<file path="src/rtl/exc_ctrl_pkg.sv">
// Package: shared cause encoding for the exception commit controller.
// Assumes a three-bit cause field; code values are fixed by the requirements.
package exc_ctrl_pkg;

    localparam int CAUSE_W = 3;

    typedef enum logic [CAUSE_W-1:0] {
        CAUSE_IRQ     = 3'd0,
        CAUSE_FETCH   = 3'd1,
        CAUSE_ILLEGAL = 3'd2,
        CAUSE_OVF     = 3'd3,
        CAUSE_DADDR   = 3'd4
    } cause_e;

endpackage

</file>
<file path="src/rtl/exc_pipe_slot.sv">
// Module: one pipeline register that carries an instruction's valid bit, PC
// and pending fault. Its output merges in this stage's own fault, but only
// when no earlier fault is already pending. Assumes the pipeline advances
// every cycle. A kill turns the captured entry into a bubble with no fault.
module exc_pipe_slot
    import exc_ctrl_pkg::*;
#(
    parameter int     PC_W       = 32,
    parameter cause_e LOCAL_CODE = CAUSE_ILLEGAL
) (
    input  logic            clk,
    input  logic            rst_n,
    input  logic            kill_i,
    input  logic            in_valid_i,
    input  logic [PC_W-1:0] in_pc_i,
    input  logic            in_pend_i,
    input  cause_e          in_code_i,
    input  logic            fault_i,
    output logic            out_valid_o,
    output logic [PC_W-1:0] out_pc_o,
    output logic            out_pend_o,
    output cause_e          out_code_o
);

    logic            valid_q;
    logic [PC_W-1:0] pc_q;
    logic            pend_q;
    cause_e          code_q;

    // Capture the entry from the previous stage, or a bubble when killed.
    always_ff @(posedge clk) begin
        if (!rst_n) begin
            valid_q <= 1'b0;
            pc_q    <= '0;
            pend_q  <= 1'b0;
            code_q  <= CAUSE_IRQ;
        end else if (kill_i) begin
            valid_q <= 1'b0;
            pc_q    <= '0;
            pend_q  <= 1'b0;
            code_q  <= CAUSE_IRQ;
        end else begin
            valid_q <= in_valid_i;
            pc_q    <= in_pc_i;
            pend_q  <= in_valid_i && in_pend_i;
            code_q  <= in_code_i;
        end
    end

    // Merge this stage's fault; an older pending fault keeps priority.
    always_comb begin
        out_valid_o = valid_q;
        out_pc_o    = pc_q;
        out_pend_o  = valid_q && (pend_q || fault_i);
        out_code_o  = pend_q ? code_q : LOCAL_CODE;
    end

    // A killed entry leaves no instruction and no fault behind.
    p_kill_makes_bubble_r5: assert property (@(posedge clk) disable iff (!rst_n)
        kill_i |=> (!out_valid_o && !out_pend_o));

    // A fault that arrives pending keeps its code, whatever this stage finds.
    p_older_fault_kept_r2: assert property (@(posedge clk) disable iff (!rst_n)
        (in_valid_i && in_pend_i && !kill_i) |=>
            (out_pend_o && out_code_o == $past(in_code_i)));

endmodule

</file>
<file path="src/rtl/exc_commit_arbiter.sv">
// Module: commit point at the memory stage. It decides whether an interrupt
// or a fault is taken, keeps the cause and exception PC registers, produces
// the one-cycle handler redirect, and holds the writeback register. Assumes
// the memory stage entry is already merged with its own fault.
module exc_commit_arbiter
    import exc_ctrl_pkg::*;
#(
    parameter int              PC_W       = 32,
    parameter logic [PC_W-1:0] HANDLER_PC = 32'h0000_0180
) (
    input  logic            clk,
    input  logic            rst_n,
    input  logic            m_valid_i,
    input  logic [PC_W-1:0] m_pc_i,
    input  logic            m_pend_i,
    input  cause_e          m_code_i,
    input  logic            irq_i,
    output logic            take_o,
    output logic            redirect_o,
    output logic [PC_W-1:0] redirect_pc_o,
    output cause_e          cause_o,
    output logic [PC_W-1:0] epc_o,
    output logic            wb_valid_o,
    output logic [PC_W-1:0] wb_pc_o
);

    logic            irq_hit;
    cause_e          cause_d;
    logic            redirect_q;
    cause_e          cause_q;
    logic [PC_W-1:0] epc_q;
    logic            wb_valid_q;
    logic [PC_W-1:0] wb_pc_q;

    // Decide what is taken at commit; an interrupt wins over any fault.
    always_comb begin
        irq_hit = m_valid_i && irq_i;
        take_o  = irq_hit || (m_valid_i && m_pend_i);
        cause_d = irq_hit ? CAUSE_IRQ : m_code_i;
    end

    // Record the cause and the PC of the instruction at commit.
    always_ff @(posedge clk) begin
        if (!rst_n) begin
            cause_q <= CAUSE_IRQ;
            epc_q   <= '0;
        end else if (take_o) begin
            cause_q <= cause_d;
            epc_q   <= m_pc_i;
        end
    end

    // Raise the handler redirect for the cycle after a taken exception.
    always_ff @(posedge clk) begin
        if (!rst_n) redirect_q <= 1'b0;
        else        redirect_q <= take_o;
    end

    // Pass a committing instruction to writeback unless it excepted.
    always_ff @(posedge clk) begin
        if (!rst_n) begin
            wb_valid_q <= 1'b0;
            wb_pc_q    <= '0;
        end else begin
            wb_valid_q <= m_valid_i && !take_o;
            wb_pc_q    <= m_pc_i;
        end
    end

    // Drive the registered state onto the outputs.
    always_comb begin
        redirect_o    = redirect_q;
        redirect_pc_o = HANDLER_PC;
        cause_o       = cause_q;
        epc_o         = epc_q;
        wb_valid_o    = wb_valid_q;
        wb_pc_o       = wb_pc_q;
    end

    p_irq_wins_r3: assert property (@(posedge clk) disable iff (!rst_n)
        (m_valid_i && irq_i) |=> (cause_o == CAUSE_IRQ));

    p_epc_loaded_r4: assert property (@(posedge clk) disable iff (!rst_n)
        take_o |=> (epc_o == $past(m_pc_i)));

    p_no_wb_on_take_r6: assert property (@(posedge clk) disable iff (!rst_n)
        take_o |=> !wb_valid_o);

    p_redirect_after_take_r7: assert property (@(posedge clk) disable iff (!rst_n)
        take_o |=> redirect_o);

    p_redirect_single_r7: assert property (@(posedge clk) disable iff (!rst_n)
        !take_o |=> !redirect_o);

    p_irq_needs_instr_r8: assert property (@(posedge clk) disable iff (!rst_n)
        (!m_valid_i) |-> !take_o);

endmodule

</file>
<file path="src/rtl/exc_commit_ctrl.sv">
// Module: top of the precise exception controller. It chains the decode,
// execute and memory slots, applies the fetch fault on entry, and connects
// the commit arbiter. A taken exception kills the entries that would move
// into decode, execute and memory. Assumes one advance per cycle and that
// the fetch logic obeys redirect_o.
module exc_commit_ctrl
    import exc_ctrl_pkg::*;
#(
    parameter int              PC_W       = 32,
    parameter logic [PC_W-1:0] HANDLER_PC = 32'h0000_0180
) (
    input  logic                clk,
    input  logic                rst_n,
    input  logic                if_valid_i,
    input  logic [PC_W-1:0]     if_pc_i,
    input  logic                if_addr_fault_i,
    input  logic                id_illegal_i,
    input  logic                ex_overflow_i,
    input  logic                mem_addr_fault_i,
    input  logic                irq_i,
    output logic                flush_front_o,
    output logic                redirect_o,
    output logic [PC_W-1:0]     redirect_pc_o,
    output logic [CAUSE_W-1:0]  cause_o,
    output logic [PC_W-1:0]     epc_o,
    output logic                wb_valid_o,
    output logic [PC_W-1:0]     wb_pc_o,
    output logic                mem_valid_o,
    output logic [PC_W-1:0]     mem_pc_o
);

    localparam int NSLOT = 3;

    logic            f_pend;
    logic            take;
    cause_e          cause_s;
    logic            s_valid [NSLOT+1];
    logic [PC_W-1:0] s_pc    [NSLOT+1];
    logic            s_pend  [NSLOT+1];
    cause_e          s_code  [NSLOT+1];
    logic            s_fault [NSLOT];

    // Form the fetch entry and route each stage's local fault input.
    always_comb begin
        f_pend     = if_valid_i && if_addr_fault_i;
        s_valid[0] = if_valid_i;
        s_pc[0]    = if_pc_i;
        s_pend[0]  = f_pend;
        s_code[0]  = CAUSE_FETCH;
        s_fault[0] = id_illegal_i;
        s_fault[1] = ex_overflow_i;
        s_fault[2] = mem_addr_fault_i;
    end

    // One slot each for decode, execute and memory, each with its fault code.
    for (genvar g = 0; g < NSLOT; g++) begin : g_slot
        localparam cause_e CODE = (g == 0) ? CAUSE_ILLEGAL :
                                  (g == 1) ? CAUSE_OVF : CAUSE_DADDR;
        exc_pipe_slot #(
            .PC_W       (PC_W),
            .LOCAL_CODE (CODE)
        ) u_slot (
            .clk         (clk),
            .rst_n       (rst_n),
            .kill_i      (take),
            .in_valid_i  (s_valid[g]),
            .in_pc_i     (s_pc[g]),
            .in_pend_i   (s_pend[g]),
            .in_code_i   (s_code[g]),
            .fault_i     (s_fault[g]),
            .out_valid_o (s_valid[g+1]),
            .out_pc_o    (s_pc[g+1]),
            .out_pend_o  (s_pend[g+1]),
            .out_code_o  (s_code[g+1])
        );
    end

    exc_commit_arbiter #(
        .PC_W       (PC_W),
        .HANDLER_PC (HANDLER_PC)
    ) u_commit (
        .clk           (clk),
        .rst_n         (rst_n),
        .m_valid_i     (s_valid[NSLOT]),
        .m_pc_i        (s_pc[NSLOT]),
        .m_pend_i      (s_pend[NSLOT]),
        .m_code_i      (s_code[NSLOT]),
        .irq_i         (irq_i),
        .take_o        (take),
        .redirect_o    (redirect_o),
        .redirect_pc_o (redirect_pc_o),
        .cause_o       (cause_s),
        .epc_o         (epc_o),
        .wb_valid_o    (wb_valid_o),
        .wb_pc_o       (wb_pc_o)
    );

    // Expose the commit decision and the memory stage occupant.
    always_comb begin
        flush_front_o = take;
        cause_o       = cause_s;
        mem_valid_o   = s_valid[NSLOT];
        mem_pc_o      = s_pc[NSLOT];
    end

    // A flush is only possible with a valid instruction at commit.
    p_flush_at_commit_r1: assert property (@(posedge clk) disable iff (!rst_n)
        flush_front_o |-> mem_valid_o);

    // The cause register only ever holds a defined code.
    p_cause_legal_r4: assert property (@(posedge clk) disable iff (!rst_n)
        cause_o <= 3'd4);

endmodule

</file>
<file path="config.mk">
export PLATFORM = sky130hd
export DESIGN_NAME = exc_commit_ctrl
export DESIGN_NICKNAME = d
export VERILOG_FILES = /design/src/rtl/exc_ctrl_pkg.sv /design/src/rtl/exc_pipe_slot.sv /design/src/rtl/exc_commit_arbiter.sv /design/src/rtl/exc_commit_ctrl.sv
export SDC_FILE = /design/constraint.sdc
export NUM_CORES = 1
export LEC_CHECK = 0
export ABC_AREA = 1
export BUFFER_PORTS_ARGS = -buffer_cell sky130_fd_sc_hd__buf_2
export CORE_AREA = 2 2 110 112
export DETAILED_ROUTE_END_ITERATION = 12
export DIE_AREA = 0 0 112 114
export PLACE_DENSITY = 0.77
export SLEW_MARGIN = 20
export SYNTH_ARGS = -nofsm -noshare
export SYNTH_HDL_FRONTEND = slang
export SYNTH_SLANG_ARGS = --single-unit
</file>
<file path="constraint.sdc">
create_clock -name clk -period 1.82 [get_ports clk]
set_clock_uncertainty 0.2 [all_clocks]
set_input_delay 0.091 -clock clk [delete_from_list [all_inputs] [get_ports clk]]
set_output_delay 0.091 -clock clk [all_outputs]
set_load 0.005 [all_outputs]
</file>
==> results of run 1 <==
routing by layer:
metal,global-route usage [%],wire [um],up-vias,part of all wire (%)
met5,0,0,-,0
met4,7.48,173,0,1.6
met3,4.99,538,14,4.9
met2,27.0,5270,124,48
met1,21.3,5040,1769,46
li1,-,-,2173,-
through the flow:
step | setup WS, ns | hold slack, ns | power, mW | setup TNS [ns]
floorplan | 0.427 | 0.00322 | 4.35 | 0
global placement | 0.290 | 0.105 | 4.42 | 0
detailed placement | 0.279 | 0.110 | 4.43 | 0
CTS | 0.0264 | 0.208 | 8.33 | 0
global route | -0.00844 | 0.210 | 8.54 | -0.00844
finish | 0.0688 | 0.203 | 8.27 | 0
where the power goes:
part | switching (mW) | internal, mW
clock network | 1.39 | 2.46
registers | 0.0447 | 3.97
logic | 0.227 | 0.181
total | 1.66 | 6.61
synth_stat cells:
cell / n
sky130_fd_sc_hd__o21ai_0: 2
sky130_fd_sc_hd__nor2_1: 104
sky130_fd_sc_hd__buf_1: 2
sky130_fd_sc_hd__nand4_1: 35
sky130_fd_sc_hd__inv_1: 139
sky130_fd_sc_hd__inv_2: 1
sky130_fd_sc_hd__nand2_2: 3
sky130_fd_sc_hd__nand3_1: 35
sky130_fd_sc_hd__nor2_2: 9
sky130_fd_sc_hd__nand2_1: 72
sky130_fd_sc_hd__clkbuf_1: 10
sky130_fd_sc_hd__buf_2: 15
sky130_fd_sc_hd__dfxtp_1: 176
sky130_fd_sc_hd__buf_4: 36
sky130_fd_sc_hd__buf_6: 3
sky130_fd_sc_hd__conb_1: 2
layout make-up:
type / instances / area share (%)
clock buffers: 20 / 6.03
clock inverters: 11 / 2.53
inverters: 140 / 7.09
multi-input cells: 292 / 17.4
flip-flops and latches: 176 / 47.6
well taps: 147 / 2.48
repair buffers: 193 / 16.9
flip-flops by register name (all words and copies together), names as in the netlist:
name                       cells
u_commit.epc_o                32
g_slot.u_slot.code_q           5
g_slot.u_slot.pend_q           3
u_commit.redirect_o            1
g_slot.u_slot.out_pc_o        96
u_commit.cause_o               3
u_commit.wb_pc_o              32
u_commit.wb_valid_o            1
g_slot.u_slot.out_valid_o      3
timing repair:
item	CTS	global route
endpoints found under the hold margin	53	0
gates cloned	0	1
buffers inserted	0	2
hold buffers	41	0
pin swaps	0	1
resized for setup	4	2
setup endpoints to repair	1	3
worst max-delay path: cells and delay by family:
kind / cells / cell delay [ns]
simple gates: 5 / 0.53
buf+inv: 3 / 1.28
how the worst min path moves through the flow:
stage,start,to,depth (start not counted)
floorplan,if_pc_i[0],g_slot[0].u_slot.out_pc_o[0],2
finish,g_slot[1].u_slot.out_pc_o[10],g_slot[2].u_slot.out_pc_o[10],2
CTS,g_slot[0].u_slot.out_pc_o[13],g_slot[1].u_slot.out_pc_o[13],2
global placement,if_pc_i[19],g_slot[0].u_slot.out_pc_o[19],3
global route,g_slot[0].u_slot.out_pc_o[31],g_slot[1].u_slot.out_pc_o[31],2
detailed placement,if_pc_i[8],g_slot[0].u_slot.out_pc_o[8],3
logic make-up after synthesis:
family | count (synthesis)
other | 2
AND/OR/NAND/NOR | 258
flip-flops | 176
AO/OA/AOI/OAI | 2
buffers and inverters | 206
==> metrics.log, run 1 <==
INFO  metric regToRegEndpoint = g_slot[0].u_slot.out_pc_o[31]
INFO  metric dominant_combinational_cell_family_by_area_after_synthesis = simple AND/OR/NAND/NOR gates
INFO  metric final_max_slew_viol_count = 0
INFO  metric syn-cell-area = 0.00562 mm^2
INFO  metric synth-adder-area-share = 0%
INFO  metric diodes = 0
INFO  metric setup-violations-final = 0
INFO  metric final_common_cell = sky130_fd_sc_hd__dfxtp_1
INFO  metric buffer_ports.inserted = around 140
INFO  metric grt_antenna_before_repair = 0
INFO  metric detail_route.iter0.violations = 273
INFO  metric timing_worst_setup_path_type = in -> reg
INFO  metric synthCells = roughly 640
INFO  metric postRouteAntennaNets = 0
INFO  metric yosysTopAreaCell = sky130_fd_sc_hd__dfxtp_1
INFO  metric crit_path_max_incr_delay = roughly 0.57 ns
INFO  metric yosys.area.top_type_share = 62.7%
INFO  metric final_area = around 0.0074 mm^2
INFO  metric finalWeightedCongestion = between 0.7 and 0.8
INFO  metric vias_per_cell = 4.17
INFO  metric fp.dieArea = ~0.013 mm^2
INFO  metric multi_input_area = 0.00129 mm^2
INFO  metric htreeDepth = 4
INFO  metric fmax = between 500 and 600 MHz
INFO  metric firstDrtPassIters = 4
INFO  metric rrSetupSlack = around 0.1 ns
INFO  metric vias_in_the_first_global_route = ~3600
INFO  metric layout_common_cells = sky130_fd_sc_hd__dfxtp_1, sky130_fd_sc_hd__buf_2, sky130_fd_sc_hd__inv_1
INFO  metric drt-total-wl = between 10000 and 15000 um
INFO  metric yosys.area_share.simple = between 20% and 30%
INFO  metric run_status = finished, final reports clean
INFO  metric worst_pin_slew = between 0.6 and 0.7 ns
INFO  metric drcViolationCount = 0
INFO  metric r2r_cells = 6
INFO  metric synthDistinctLibCells = 16
INFO  metric area.sequential = around 0.0035 mm^2
INFO  metric fp.coreArea = between 0.01 and 0.015 mm^2
INFO  metric relSlewSlack = 58.2%
INFO  metric postPlaceCellArea = approximately 0.0063 mm^2
INFO  metric synth_compound_area_share = less than 1%
INFO  metric crit_path_top_delay_cell = sky130_fd_sc_hd__dlygate4sd3_1
INFO  metric wl_per_cell = 11.3 um
INFO  metric areaGrowthSynthToFinish = 31.8%
INFO  metric timing.critical_path.arrival = about 1.9 ns
INFO  metric clk-insertion-delay-late = between 0.4 and 0.5 ns
INFO  metric fill_cells = roughly 980
INFO  metric drive_gt1_share = a little under a quarter
INFO  metric timing.rr.start = g_slot[2].u_slot.pend_q
INFO  metric grt_usage = ~17%
INFO  metric fin_cells = a little under 1000
INFO  metric finalHoldViolations = 0
INFO  metric num_rows = 40
INFO  metric vdd_drop_max = about 0.72 mV
INFO  metric cts_clk_pin_slew_worst_paths = about 0.060 ns
INFO  metric synth_area_leaders = sky130_fd_sc_hd__dfxtp_1, sky130_fd_sc_hd__inv_1, sky130_fd_sc_hd__nor2_1, sky130_fd_sc_hd__buf_4, sky130_fd_sc_hd__nand2_1
INFO  metric layout.nets = between 800 and 900
INFO  metric critPathMaxFanout = 12
INFO  metric final_util = a little over three fifths
INFO  metric cts_inserted_buffers = 17
INFO  metric initial_core_util = between 40 and 50%
INFO  metric placed_cells = approximately 900
INFO  metric ctsLongestPathBuffers = 2
INFO  metric worst_min_path_class = reg -> reg
INFO  metric yosys.area_share.xor_xnor = 0%
INFO  metric end_point_of_the_critical_path = g_slot[0].u_slot.out_pc_o[31]
INFO  metric maximum_number_of_pins_on_one_net_before_global_route_repair = just under 70
INFO  metric cp_cell_sequence = dlygate4sd3_1, buf_2, nor2_1, nand2_2, nand2_8, nand2_8, nor2_1, dlygate4sd3_1
INFO  metric routed_via_count = 4080
INFO  metric cell_at_the_root_of_the_clock_tree = sky130_fd_sc_hd__clkbuf_16
INFO  metric pin_count = 175
INFO  metric cts_tree = done
INFO  metric post-route-period-util = just under 100%
INFO  metric global_route_wire_length_before_repair = 16900 um
INFO  metric cts_sinks = 176
INFO  metric grt-ovfl-total = 0
INFO  metric finalWorstPathRequiredPeriod = about 1.8 ns
INFO  metric synth.ff_latch_count = around 180
INFO  metric power-per-cell-area = between 1000 and 1500 mW/mm^2
INFO  metric dp.final_hpwl = around 7000 um
INFO  metric critPathCaptureType = register
INFO  metric crit_path_start_kind = primary input
INFO  metric maxCapViolations = 0
INFO  metric die_y = approximately 110 um
INFO  metric crit_path_start = irq_i
INFO  metric syn_avg_cell_area = 8.73 um^2
INFO  metric worst_ep_required_time = ~2 ns
INFO  metric p_leak = 4.01 nW
INFO  metric muxShareOfSynthArea = 0%
INFO  metric yosysWarnings = 0
INFO  metric floorplan.die.width = between 100 and 150 um
INFO  metric synth.yosys.seq_area_share = between 60% and 70%
No activity file was read; power rests on OpenSTA's default activity.
==> inputs of run 2 (changes only) <==
- CORE_AREA: 2 2 110 112 -> 2 2 107 187
- DIE_AREA: 0 0 112 114 -> 0 0 109 189
- PLACE_DENSITY: 0.77 -> not set
==> run 2 against run 1 <==
Global-route usage fell by 5.1 points. Worst hold slack worse by 0.0021 ns. Fmax is 1.0% higher. Critical path depth fell by 2. Register-to-register slack better by 0.04 ns. Sequential power is essentially flat. Highest routed layer unchanged.
==> metrics.log, run 2 (synthesis results as in run 1) <==
INFO  metric vias_per_cell = between 3 and 4
INFO  metric switching_fraction = 22.3%
INFO  metric crit_top_cell = sky130_fd_sc_hd__dlygate4sd3_1
INFO  metric grt_usage = approximately an eighth
INFO  metric crit_path_start_kind = primary input
INFO  metric fp.dieArea = roughly 0.021 mm^2
INFO  metric crit_path_max_incr_delay = approximately 0.57 ns
INFO  metric multi_input_area = 0.00127 mm^2
INFO  metric cts_tree = done
INFO  metric crit_path_top_delay_cell = sky130_fd_sc_hd__dlygate4sd3_1
INFO  metric power_frac_comb = just over 5%
INFO  metric setup-violations-final = 0
INFO  metric pin_count = 175
INFO  metric global_route_wire_length_before_repair = about 18000 um
INFO  metric grt_antenna_before_repair = 0
INFO  metric run_status = finished, final reports clean
INFO  metric grt-ovfl-total = 0
INFO  metric placed_cells = 1000
INFO  metric drcViolationCount = 0
INFO  metric r2r_cells = 6
INFO  metric num_rows = 67
INFO  metric maxCapViolations = 0
INFO  metric hold_path_depth = 2
INFO  metric dp.final_hpwl = slightly above 8000 um
INFO  metric fill_cells = approximately 1900
INFO  metric finalWorstPathRequiredPeriod = roughly 1.7 ns
INFO  metric hold-path-endpoint = g_slot[2].u_slot.out_pc_o[2]
INFO  metric largest_register_ffs = 96
INFO  metric areaGrowthSynthToFinish = 32.7%
INFO  metric routed_via_count = roughly 4100
INFO  metric dpl_worst_slack = 0.314 ns
INFO  metric vias_in_the_first_global_route = 3731
INFO  metric post-route-period-util = a little over nine tenths
INFO  metric postPlaceCellArea = 0.00643 mm^2
INFO  metric layout_common_cells = sky130_fd_sc_hd__dfxtp_1, sky130_fd_sc_hd__buf_2, sky130_fd_sc_hd__inv_1
INFO  metric layout_setup_ws = between 0.08 and 0.09 ns
INFO  metric power_switching = around 1.8 mW
INFO  metric clk-insertion-delay-late = around 0.42 ns
INFO  metric cts_clk_pin_slew_worst_paths = 0.07 ns
INFO  metric internal_power = about 6.2 mW
INFO  metric drt-total-wl = roughly 12000 um
INFO  metric die_y = 189 um
INFO  metric critPathMaxFanout = 30
INFO  metric rrSetupSlack = 0.14 ns
INFO  metric buffer_ports.inserted = between 100 and 150
INFO  metric floorplan.die.width = around 110 um
INFO  metric worst_ep_required_time = a little under 2 ns
INFO  metric cell_at_the_root_of_the_clock_tree = sky130_fd_sc_hd__clkbuf_16
INFO  metric timing.rr.start = g_slot[2].u_slot.out_valid_o
INFO  metric critPathCaptureType = register
INFO  metric finalHoldViolations = 0
INFO  metric post_cts.repair.setup_buffers = 0
INFO  metric clock_power_share = roughly 45%
INFO  metric cts_inserted_buffers = 17
INFO  metric drive_gt1_share = 23.8%
INFO  metric detail_route.iter0.violations = ~210
INFO  metric layout.nets = between 800 and 900
INFO  metric final_max_slew_viol_count = 0
INFO  metric rsz0062_at_grt = yes
INFO  metric final_area = between 0.007 and 0.008 mm^2
INFO  metric postRouteAntennaNets = 0
INFO  metric diodes = 0
INFO  metric wl_per_cell = about 11 um
INFO  metric regToRegEndpoint = u_commit.cause_o[0]
INFO  metric firstDrtPassIters = 4
INFO  metric cp_cell_sequence = dlygate4sd3_1, buf_4, buf_6, nand4_1, dlygate4sd3_1, nand2_1
INFO  metric p_leak = about 4 nW
INFO  metric power-per-cell-area = roughly 1100 mW/mm^2
INFO  metric total_power = around 8.0 mW
INFO  metric cts_sinks = approximately 180
INFO  metric vdd_drop_max = around 0.65 mV
INFO  metric initial_core_util = 29.5%
INFO  metric fp.coreArea = 0.0190 mm^2
INFO  metric fin_cells = between 1000 and 1500
INFO  metric worst_min_path_class = reg -> reg
INFO  metric final_common_cell = sky130_fd_sc_hd__dfxtp_1
INFO  metric timing.critical_path.arrival = 1.90 ns
INFO  metric hold_start = g_slot[1].u_slot.out_pc_o[2]
INFO  metric htreeDepth = 4
INFO  metric area.sequential = about 0.0035 mm^2
INFO  metric fmax = a little under 600 MHz
INFO  metric finalWeightedCongestion = roughly 0.74
INFO  metric power_frac_seq = approximately half
INFO  metric timing_worst_setup_path_type = in -> reg
INFO  metric ctsLongestPathBuffers = 2
INFO  metric maximum_number_of_pins_on_one_net_before_global_route_repair = 60
-- run 2: repair_timing --
item	4_1_cts	5_1_grt
endpoints found under the setup margin	1	2
resized for setup	2	6
cloned	0	0
endpoints found under the hold margin	51	0
hold buffers	40	0
-- run 2: layer usage --
metal	GRT usage [%]	vias up	share of wire [%]
li1	-	2169	-
met1	12.5	1827	40
met2	20.9	121	53
met3	2.96	16	5.0
met4	6.11	0	2.6
met5	0	-	0
-- run 2: final cells by class --
class / instances / area share (%)
clock buffers: 19 / 5.94
clock inverters: 13 / 2.05
inverters: 140 / 7.05
multi-input cells: 292 / 17.0
flip-flops and latches: 176 / 47.3
well taps: 241 / 4.04
repair buffers: 191 / 16.6
-- run 2: worst max-delay path, delay by kind of cell --
family / cells / cell delay [ns]
buf+inv: 4 / 1.63
simple gates: 2 / 0.16
-- run 2: worst max path at each step --
| stage | from | endpoint | slack (ns) | cells past startpoint |
|---|---|---|---|---|
| 4_1_cts | rst_n | u_commit.cause_o[0] | 0.006 | 6 |
| 6_report | rst_n | u_commit.cause_o[0] | 0.09 | 6 |
| 3_3_place_gp | g_slot[2].u_slot.pend_q | g_slot[1].u_slot.out_pc_o[0] | 0.34 | 6 |
| 2_1_floorplan | g_slot[2].u_slot.out_valid_o | g_slot[0].u_slot.out_pc_o[22] | 0.43 | 6 |
| 5_1_grt | g_slot[2].u_slot.pend_q | flush_front_o | -0.01 | 6 |
| 3_5_place_dp | g_slot[2].u_slot.pend_q | g_slot[2].u_slot.out_pc_o[1] | 0.31 | 6 |
-- run 2: through the flow --
stage | TNS (ns) | utilization, % | hold slack, ns
3_5_place_dp | 0 | 33.8 | 0.116
4_1_cts | 0 | 39.1 | 0.205
6_report | 0 | 39.2 | 0.201
2_1_floorplan | 0 | - | 0.00322
3_3_place_gp | 0 | 33.8 | 0.110
5_1_grt | -0.0104 | 39.2 | 0.211
-- run 2: power groups by stage --
stage / sequential [mW] / combinational (mW) / clock [mW]
after floorplan: 4.09 / 0.261 / 0
after global placement: 4.10 / 0.338 / 0
after detailed placement: 4.10 / 0.344 / 0
after CTS: 4.01 / 0.411 / 3.71
after global routing: 4.02 / 0.461 / 3.87
final: 4.01 / 0.407 / 3.61
==> inputs of run 3 (changes only) <==
- ABC_AREA: 1 -> not set
- CORE_AREA: 2 2 107 187 -> 2 2 103 180
- DIE_AREA: 0 0 109 189 -> 0 0 105 182
==> run 3 against run 2 <==
Count of clock-buffer cells in the layout is 1 lower. First-iteration DRC count fell by 12%. Utilization rose by 0.80 points. Largest power group unchanged. Critical endpoint is now g_slot[0].u_slot.out_pc_o[0]. Worst hold slack worse by 0.15 ns.
==> metrics.log, run 3 <==
INFO  metric run_status = finished, final reports clean
INFO  metric cts_inserted_buffers = 17
INFO  metric synthCells = 434
INFO  metric layout_setup_ws = roughly 0.046 ns
INFO  metric synth-edff-count = 0
INFO  metric total_power = between 7 and 8 mW
INFO  metric diodes = 0
INFO  metric maximum_number_of_pins_on_one_net_before_global_route_repair = 96
INFO  metric synth-main-ff-cell = sky130_fd_sc_hd__dfxtp_1
INFO  metric ctsLongestPathBuffers = 2
INFO  metric global_route_wire_length_before_repair = ~17000 um
INFO  metric drive_gt1_share = 30.0%
INFO  metric drt-total-wl = approximately 11000 um
INFO  metric pin_count = around 180
INFO  metric p_leak = roughly 3.6 nW
INFO  metric vdd_drop_max = 0.523 mV
INFO  metric final_max_slew_viol_count = 0
INFO  metric finalHoldViolations = 0
INFO  metric fp.dieArea = 0.0191 mm^2
INFO  metric yosysTopAreaCell = sky130_fd_sc_hd__dfxtp_1
INFO  metric initial_core_util = between 20% and 30%
INFO  metric cp_cell_sequence = dlygate4sd3_1, buf_2, o31ai_4, buf_6, and3_1, dlygate4sd3_1
INFO  metric dpl_worst_slack = between 0.3 and 0.4 ns
INFO  metric cts_tree = done
INFO  metric crit_top_cell = sky130_fd_sc_hd__dlygate4sd3_1
INFO  metric syn_avg_cell_area = 12.1 um^2
INFO  metric timing.rr.start = g_slot[2].u_slot.pend_q
INFO  metric cts_clk_pin_slew_worst_paths = around 0.070 ns
INFO  metric worst_ep_required_time = ~2.0 ns
INFO  metric yosys-top-cells-count = sky130_fd_sc_hd__dfxtp_1, sky130_fd_sc_hd__and3_1, sky130_fd_sc_hd__a32o_1, sky130_fd_sc_hd__buf_4, sky130_fd_sc_hd__and2_1
INFO  metric final_common_cell = sky130_fd_sc_hd__dfxtp_1
INFO  metric drcViolationCount = 0
INFO  metric crit_path_start_kind = primary input
INFO  metric layout_common_cells = sky130_fd_sc_hd__dfxtp_1, sky130_fd_sc_hd__buf_2, sky130_fd_sc_hd__and3_1
INFO  metric areaGrowthSynthToFinish = 35.1%
INFO  metric maxCapViolations = 0
INFO  metric layout.nets = 650
INFO  metric fp.coreArea = between 0.015 and 0.02 mm^2
INFO  metric wl_per_cell = about 13 um
INFO  metric finalWorstPathRequiredPeriod = 1.77 ns
INFO  metric end_point_of_the_critical_path = g_slot[0].u_slot.out_pc_o[0]
INFO  metric cts_sinks = between 150 and 200
INFO  metric fin_tns_setup = 0 ns
INFO  metric yosysWarnings = 0
INFO  metric synth.most_common_cell = sky130_fd_sc_hd__dfxtp_1
INFO  metric num_rows = 65
INFO  metric vias_per_cell = roughly 4.2
INFO  metric rrSetupSlack = around 0.090 ns
INFO  metric routed_via_count = 3589
INFO  metric vias_in_the_first_global_route = approximately 3300
INFO  metric synth.yosys.seq_area_share = between 60% and 70%
INFO  metric cell_at_the_root_of_the_clock_tree = sky130_fd_sc_hd__clkbuf_16
INFO  metric grt_usage = between 10% and 20%
INFO  metric multi_input_area = ~0.0014 mm^2
INFO  metric crit_path_top_delay_cell = sky130_fd_sc_hd__dlygate4sd3_1
INFO  metric dp.final_hpwl = roughly 7000 um
INFO  metric critPathMaxFanout = 15
INFO  metric power-per-cell-area = about 1100 mW/mm^2
INFO  metric firstDrtPassIters = 4
INFO  metric relSlewSlack = between 60% and 70%
INFO  metric worst_pin_slew = 0.506 ns
INFO  metric postRouteAntennaNets = 0
INFO  metric post-route-period-util = between 90% and 100%
INFO  metric r2r_cells = 4
INFO  metric buffer_ports.inserted = between 100 and 150
INFO  metric setup-violations-final = 0
INFO  metric critPathCaptureType = register
INFO  metric finalHoldWorstSlack = about 0.050 ns
INFO  metric synth_area_leaders = sky130_fd_sc_hd__dfxtp_1, sky130_fd_sc_hd__and3_1, sky130_fd_sc_hd__a32o_1, sky130_fd_sc_hd__buf_4, sky130_fd_sc_hd__and2_1
INFO  metric crit_path_start = irq_i
INFO  metric worst_min_path_class = in -> reg
INFO  metric timing_worst_setup_path_type = in -> reg
INFO  metric final_util = between 30 and 40%
INFO  metric syn-cell-area = around 0.0052 mm^2
INFO  metric grt-ovfl-total = 0
INFO  metric finalWeightedCongestion = 0.813
INFO  metric crit_path_max_incr_delay = between 0.5 and 0.6 ns
INFO  metric floorplan.die.width = 105 um
INFO  metric synthDistinctLibCells = 21
INFO  metric regToRegEndpoint = g_slot[0].u_slot.out_pc_o[0]
INFO  metric largest_register_ffs = 96
INFO  metric detail_route.iter0.violations = between 150 and 200
INFO  metric synth_async_sr_flop_share = 0%
INFO  metric clk-insertion-delay-late = ~0.42 ns
INFO  metric htreeDepth = 4
INFO  metric fill_cells = 1775
INFO  metric fmax = approximately 560 MHz
INFO  metric grt_antenna_before_repair = 0
INFO  metric synth.ff_latch_count = between 150 and 200
INFO  metric timing.critical_path.arrival = 1.94 ns
INFO  metric yosys.area.top_type_share = 67.1%
INFO  metric area.sequential = roughly 0.0035 mm^2
INFO  metric die_y = about 180 um
## run 3: stage by stage
| stage | area (um^2) | cells |
|---|---|---|
| after global routing | 7090 | 857 |
| after detailed placement | 6020 | 778 |
| after global placement | 6020 | 778 |
| final | 7090 | 857 |
| after CTS | 7060 | 854 |
| after floorplan | 5360 | 464 |
## run 3: worst min path at each step
| stage | to | startpoint | cells past startpoint | slack [ns] |
|---|---|---|---|---|
| after global routing | g_slot[2].u_slot.out_valid_o | mem_addr_fault_i | 4 | 0.04 |
| after CTS | g_slot[2].u_slot.out_pc_o[31] | mem_addr_fault_i | 4 | 0.03 |
| final | g_slot[2].u_slot.out_valid_o | mem_addr_fault_i | 4 | 0.05 |
| after detailed placement | g_slot[0].u_slot.out_pc_o[26] | if_pc_i[26] | 2 | 0.13 |
| after global placement | g_slot[0].u_slot.out_pc_o[14] | if_pc_i[14] | 2 | 0.12 |
| after floorplan | g_slot[0].u_slot.pend_q | if_addr_fault_i | 2 | 0.009 |
## run 3: cells by family (layout without fill, tap and decap cells)
| kind of cell | after synthesis | after routing | synth area share (%) |
|---|---|---|---|
| buffers and inverters | 70 | 229 | 8.06 |
| flip-flops | 176 | 176 | 67.1 |
| other | 2 | 32 | 0.143 |
| AO/OA/AOI/OAI | 40 | 40 | 7.51 |
| AND/OR/NAND/NOR | 146 | 146 | 17.1 |
## run 3: per-layer routing
metal	up-vias	part of all wire, %	global-route usage (%)
met4	0	4.1	7.47
met1	1620	42	12.8
met5	-	0	0
met2	146	48	18.1
li1	1795	-	-
met3	28	5.8	3.37
## run 3: worst max-delay path: cells and delay by family
| kind | cells | cell delay [ns] |
|---|---|---|
| and+or+nand+nor | 1 | 0.17 |
| AOI/OAI and AO/OA | 1 | 0.26 |
| buffers and inverters | 4 | 1.42 |
## run 3: cell type report
cell class	instances	area share [%]
flip-flops and latches	176	49.7
multi-input cells	218	19.9
clock buffers	18	6.20
repair buffers	195	17.6
well taps	234	4.13
inverters	2	0.106
clock inverters	14	2.29
## run 3: repair_timing
| item | CTS | global route |
|---|---|---|
| setup buffers | 1 | 3 |
| gates resized for setup | 1 | 1 |
| hold buffers | 43 | 0 |
| pin swaps | 1 | 0 |
| hold endpoints to repair | 48 | 0 |
| setup endpoints to repair | 1 | 4 |
## run 3: power breakdown
group	switching, mW	total (mW)	leakage, nW	internal, mW
Clock	1.60	3.60	0.294	2.00
Sequential	0.0398	4.00	1.44	3.97
Combinational	0.155	0.334	1.84	0.180
